`config.mk`:
```
export PLATFORM = sky130hd
export DESIGN_NAME = link_csr
export DESIGN_NICKNAME = d
export VERILOG_FILES = /design/src/rtl/link_csr_pkg.sv /design/src/rtl/link_csr_demand.sv /design/src/rtl/link_csr_ring_gate.sv /design/src/rtl/link_csr_busy_sig.sv /design/src/rtl/link_csr.sv
export SDC_FILE = /design/constraint.sdc
export NUM_CORES = 1
export LEC_CHECK = 0
export BUFFER_PORTS_ARGS = -buffer_cell sky130_fd_sc_hd__buf_2
export CORE_MARGIN = 2
export CORE_UTILIZATION = 34
export DETAILED_ROUTE_END_ITERATION = 10
export PLACE_DENSITY = 0.75
export SLEW_MARGIN = 20
export SYNTH_ARGS = -nofsm -noshare
export SYNTH_HDL_FRONTEND = slang
export SYNTH_SLANG_ARGS = --single-unit
```
`constraint.sdc`:
```
create_clock -name clk -period 1 [get_ports clk]
set_input_delay 0.1 -clock clk [delete_from_list [all_inputs] [get_ports clk]]
set_output_delay 0.1 -clock clk [all_outputs]
set_load 0.02 [all_outputs]
```
`src/rtl/link_csr_pkg.sv`:
```
package link_csr_pkg;
  localparam int CSR_W    = 16;
  localparam int IRQ_W    = 9;
  localparam int B_DEMAND = 15;
  localparam int B_STOP   = 14;
  localparam int B_DIS_HI = 13;
  localparam int B_ON_HI  = 11;
  localparam int B_IRQ_LO = 1;
  localparam int N_DIR    = 2;
  localparam int DIR_TX   = 0;
  localparam int DIR_RX   = 1;
  localparam logic [CSR_W-1:0] RESET_WORD = CSR_W'(1) << B_STOP;
endpackage

```
`src/rtl/link_csr_demand.sv`:
```
module link_csr_demand (
  input  logic clk,
  input  logic rst,
  input  logic set_req,
  input  logic taken,
  output logic demand_q
);
  always_ff @(posedge clk) begin
    if (rst)          demand_q <= 1'b0;
    else if (set_req) demand_q <= 1'b1;
    else if (taken)   demand_q <= 1'b0;
  end
endmodule

```
`src/rtl/link_csr_ring_gate.sv`:
```
module link_csr_ring_gate (
  input  logic clk,
  input  logic rst,
  input  logic wr_en,
  input  logic wr_bit,
  input  logic stop_q,
  input  logic start_prim,
  input  logic stop_prim,
  input  logic idle_ack,
  output logic dis_q,
  output logic on_q,
  output logic dis_rise,
  output logic dis_fall
);
  logic turn_on;

  always_comb begin
    dis_rise = wr_en && wr_bit && !dis_q;
    dis_fall = wr_en && !wr_bit && dis_q;
    turn_on  = (start_prim && !dis_q) || (dis_fall && !stop_q);
  end

  always_ff @(posedge clk) begin
    if (rst) begin
      dis_q <= 1'b0;
      on_q  <= 1'b0;
    end else begin
      if (wr_en) dis_q <= wr_bit;
      if (stop_prim)              on_q <= 1'b0;
      else if (turn_on)           on_q <= 1'b1;
      else if (idle_ack && dis_q) on_q <= 1'b0;
    end
  end
endmodule

```
`src/rtl/link_csr_busy_sig.sv`:
```
module link_csr_busy_sig (
  input  logic clk,
  input  logic rst,
  input  logic link_up,
  input  logic rx_dis_rise,
  input  logic rx_dis_fall,
  output logic rnr_q,
  output logic rr_q
);
  always_ff @(posedge clk) begin
    if (rst) begin
      rnr_q <= 1'b0;
      rr_q  <= 1'b0;
    end else begin
      rnr_q <= link_up && rx_dis_rise;
      rr_q  <= link_up && rx_dis_fall;
    end
  end
endmodule

```
`src/rtl/link_csr.sv`:
```
module link_csr
  import link_csr_pkg::*;
(
  input  logic             clk,
  input  logic             rst,
  input  logic             wr_en,
  input  logic [CSR_W-1:0] wdata,
  output logic [CSR_W-1:0] rdata,
  input  logic             start_prim,
  input  logic             stop_prim,
  input  logic [IRQ_W-1:0] irq_flags,
  input  logic             tx_demand_taken,
  input  logic             tx_idle_ack,
  input  logic             rx_idle_ack,
  input  logic             link_up,
  output logic             tx_demand,
  output logic             tx_disable,
  output logic             rx_disable,
  output logic             tx_ring_en,
  output logic             rx_ring_en,
  output logic             send_rnr,
  output logic             send_rr
);
  logic             stop_q;
  logic [IRQ_W-1:0] irq_q;
  logic [N_DIR-1:0] ack_v, dis_v, on_v, rise_v, fall_v;

  always_ff @(posedge clk) begin
    if (rst) begin
      stop_q <= 1'b1;
      irq_q  <= '0;
    end else begin
      if (stop_prim)       stop_q <= 1'b1;
      else if (start_prim) stop_q <= 1'b0;
      irq_q <= irq_flags;
    end
  end

  link_csr_demand u_demand (
    .clk      (clk),
    .rst      (rst),
    .set_req  (wr_en && wdata[B_DEMAND]),
    .taken    (tx_demand_taken),
    .demand_q (tx_demand)
  );

  assign ack_v[DIR_TX] = tx_idle_ack;
  assign ack_v[DIR_RX] = rx_idle_ack;

  for (genvar d = 0; d < N_DIR; d++) begin : g_dir
    link_csr_ring_gate u_gate (
      .clk        (clk),
      .rst        (rst),
      .wr_en      (wr_en),
      .wr_bit     (wdata[B_DIS_HI-d]),
      .stop_q     (stop_q),
      .start_prim (start_prim),
      .stop_prim  (stop_prim),
      .idle_ack   (ack_v[d]),
      .dis_q      (dis_v[d]),
      .on_q       (on_v[d]),
      .dis_rise   (rise_v[d]),
      .dis_fall   (fall_v[d])
    );
  end

  link_csr_busy_sig u_busy (
    .clk         (clk),
    .rst         (rst),
    .link_up     (link_up),
    .rx_dis_rise (rise_v[DIR_RX]),
    .rx_dis_fall (fall_v[DIR_RX]),
    .rnr_q       (send_rnr),
    .rr_q        (send_rr)
  );

  assign tx_disable = dis_v[DIR_TX];
  assign rx_disable = dis_v[DIR_RX];
  assign tx_ring_en = on_v[DIR_TX];
  assign rx_ring_en = on_v[DIR_RX];

  always_comb begin
    rdata = '0;
    rdata[B_DEMAND] = tx_demand;
    rdata[B_STOP]   = stop_q;
    for (int d = 0; d < N_DIR; d++) begin
      rdata[B_DIS_HI-d] = dis_v[d];
      rdata[B_ON_HI-d]  = on_v[d];
    end
    rdata[B_IRQ_LO +: IRQ_W] = irq_q;
  end
endmodule

```
==> impl_metrics.csv <==
group,metric,value,unit
sta,fin_ws,54.6,ps
sta,finalSetupViolCount,0,
cts,cts.repair.resized,2,
cells_and_area,nets,130,
setup_path,timing.critical_path.cells,"buf_2",
global_routing,first_global_vias,384,
setup_path,cp_max_fo,7,
sta,max_freq,1.06,GHz
sta,rsz0062_at_grt,"false",
cells_and_area,area_growth,33.7,%
route,ant_nets,0,
cells_and_area,finalInstanceArea,805,sq um
cells_and_area,antenna_cells,0,
status,status,"finished, final reports clean",
sta,skew,0.193,ps
route,drt_wl_total,1110,um
global_routing,grt_usage,10.4,%
die,coreArea,0.00169,sq mm
global_routing,grt_overflow,0,
placement,place_area,776,sq um
global_routing,grt_max_degree,15,
logic_synthesis,synth-edff-count,0,
power_and_ir_drop,p_per_area,1570,mW/mm^2
cts,cts.sinks,17,
placement,portBuffers,42,
logic_synthesis,synth_compound_area_share,8.52,%
placement,dp_hpwl,906,um
cells_and_area,drive_gt1_share,51.6,%
cts,cts_tree,"yes",
logic_synthesis,synth_xor_xnor_area_share,0,%
setup_path,crit_arrival,850,ps
logic_synthesis,synthArstFlopShare,0,%
logic_synthesis,synth_top_area_cell,"dfxtp_1",
logic_synthesis,mappedNetlistNets,91,
sta,report.final.slew_viol_count,0,
placement,post-place-ws,85.2,ps
die,initial_core_util,35.6,%
cts,cts.clk_slew.worst_paths,90,ps
setup_path,worstSetupStartpointType,"flop",
global_routing,grt_pass1_wl,1530,um
setup_path,cp.required,900,ps
logic_synthesis,yosys-mux-area-fraction,3.33,%
cts,root_buffer,"clkbuf_4",
logic_synthesis,netlist_area,602,sq um
logic_synthesis,synth_area_leaders,"dfxtp_1 (57%), nor2b_1 (10%), buf_4 (8.7%)",
placement,gp_routability_congestion,0.636,
die,placementRows,15,
die,die_x,46.1,um
run,maxCapViolations,0,
cts,ctsHoldBuffers,0,
power_and_ir_drop,peakVddDrop,0.465,mV
logic_synthesis,synth.most_common_cell,"dfxtp_1",
logic_synthesis,ys_ff_latch,17,
route,viasPerCell,4.35,
logic_synthesis,syn_area_per_cell,10.6,sq um
logic_synthesis,synth_flop_cell,"dfxtp_1",
logic_synthesis,synth_common_cells,"dfxtp_1 (17), nor2b_1 (10), buf_4 (7)",
logic_synthesis,synth-simple-area-share,20.2,%
global_routing,antenna_found_initial,0,
die,dieArea,0.00212,sq mm
cts,clock_latency,270,ps
logic_synthesis,yosysWarnings,0,
cts,htree_levels,1,
logic_synthesis,synthCells,57,
cells_and_area,num-fill-cells,182,
power_and_ir_drop,power.total,1.27,mW
logic_synthesis,ys_seq_area_share,56.5,%
logic_synthesis,synth_top_family_by_area,"simple AND/OR/NAND/NOR gates",
setup_path,cp_slowest_cell,"dfxtp_2",
hold_path,min_path_type,"input port to flop",
sta,whs,23.2,ps
sta,min_period,945,ps
setup_path,max_stage_delay,390,ps
logic_synthesis,synth_top_area_share,56.5,%
route,via_count,487,
route,drc_errors,0,
die,io_pins,57,
route,post_drt_wl_per_cell,9.87,um
setup_path,cp-end-kind,"output pin",
sta,finalCritPeriodShare,94.5,%
logic_synthesis,synth_fa_ha_area_share,0,%
setup_path,critical_path_class,"flop to output pin",
setup_path,cp_top_family,"flip-flops",
route,drtIter0Drc,0,
sta,final-hold-violation-count,0,
route,drt-pass1-iter-count,1,
power_and_ir_drop,leakagePower,0.422,nW
die,die_height,46.1,um
logic_synthesis,yosysUniqueCellTypes,19,
cts,postCtsSetupRepairBufs,0,
sta,fin_setup_tns,0,ps
setup_path,cp_num_buf_inv,1,
cts,cts_made_buffers,3,
cts,cts.path.max_buffers,2,
## kinds of logic (layout without fill, tap and decap cells)
logic type             count (synthesis)  count (layout)
buffers and inverters                 10              48
AND/OR/NAND/NOR                       21              21
flip-flops                            17              17
multiplexers                           2               2
AO/OA/AOI/OAI                          6               6
other                                  1               1
## state kept, by name, summed over array words and instances, names as in the netlist
register	flops
u_demand.demand_q	1
u_busy.rnr_q	1
u_busy.rr_q	1
g_dir.u_gate.dis_q	2
stop_q	1
irq_q	9
g_dir.u_gate.on_q	2
## report_power, final
part | switching (mW) | total, mW | internal, mW
Clock | 0.185 | 0.340 | 0.154
Combinational | 0.113 | 0.199 | 0.0865
Sequential | 0.0167 | 0.728 | 0.711
Total | 0.315 | 1.27 | 0.952
## metal layers
| layer | vias up | wire (um) | track usage [%] |
|---|---|---|---|
| li1 | 252 | - | - |
| met1 | 211 | 442 | 11.5 |
| met2 | 22 | 546 | 17.5 |
| met3 | 2 | 99 | 2.35 |
| met4 | 0 | 17 | 6.86 |
| met5 | - | 0 | 0 |
## metrics by stage
step / util [%] / instances
after detailed placement: 45.9 / 108
final: 47.6 / 112
after global routing: 47.6 / 112
after floorplan: - / 57
after global placement: 45.9 / 108
after CTS: 47.6 / 112
## path summary, 6_finish.rpt
path,cells after the start,slack (ps),end,start
setup / recovery,1,50,rx_disable,g_dir[1].u_gate.dis_q$_SDFFE_PP0P_
hold / removal,2,20,stop_q$_SDFFE_PP1P_,start_prim
setup reg to reg,3,80,g_dir[0].u_gate.on_q$_SDFFE_PP0P_,stop_q$_SDFFE_PP1P_
hold reg to reg,2,480,u_demand.demand_q$_SDFFE_PP0P_,u_demand.demand_q$_SDFFE_PP0P_
## placed cells by master (no fill, tap or decap)
master,instances
nand2b_2,1
nor3b_1,1
nand2_1,1
dfxtp_1,15
buf_2,42
nand2b_1,2
nor2_1,5
dfxtp_2,2
nor2b_1,10
o311a_1,1
a2bb2oi_1,1
a21oi_1,1
clkbuf_1,1
inv_1,2
conb_1,1
mux2i_1,2
o221ai_2,1
nand3b_1,1
o21ai_0,1
clkbuf_4,3
o21a_1,1
## area by class of cell
class	instances	area, sq um	area share (%)
Clock buffer	4	26.3	3.27
Sequential cell	17	343	42.6
Multi-Input combinational cell	30	196	24.4
Tap cell	17	21.3	2.64
Timing Repair Buffer	42	210	26.1
Inverter	2	7.51	0.933
(Power assumes the default switching activity.)
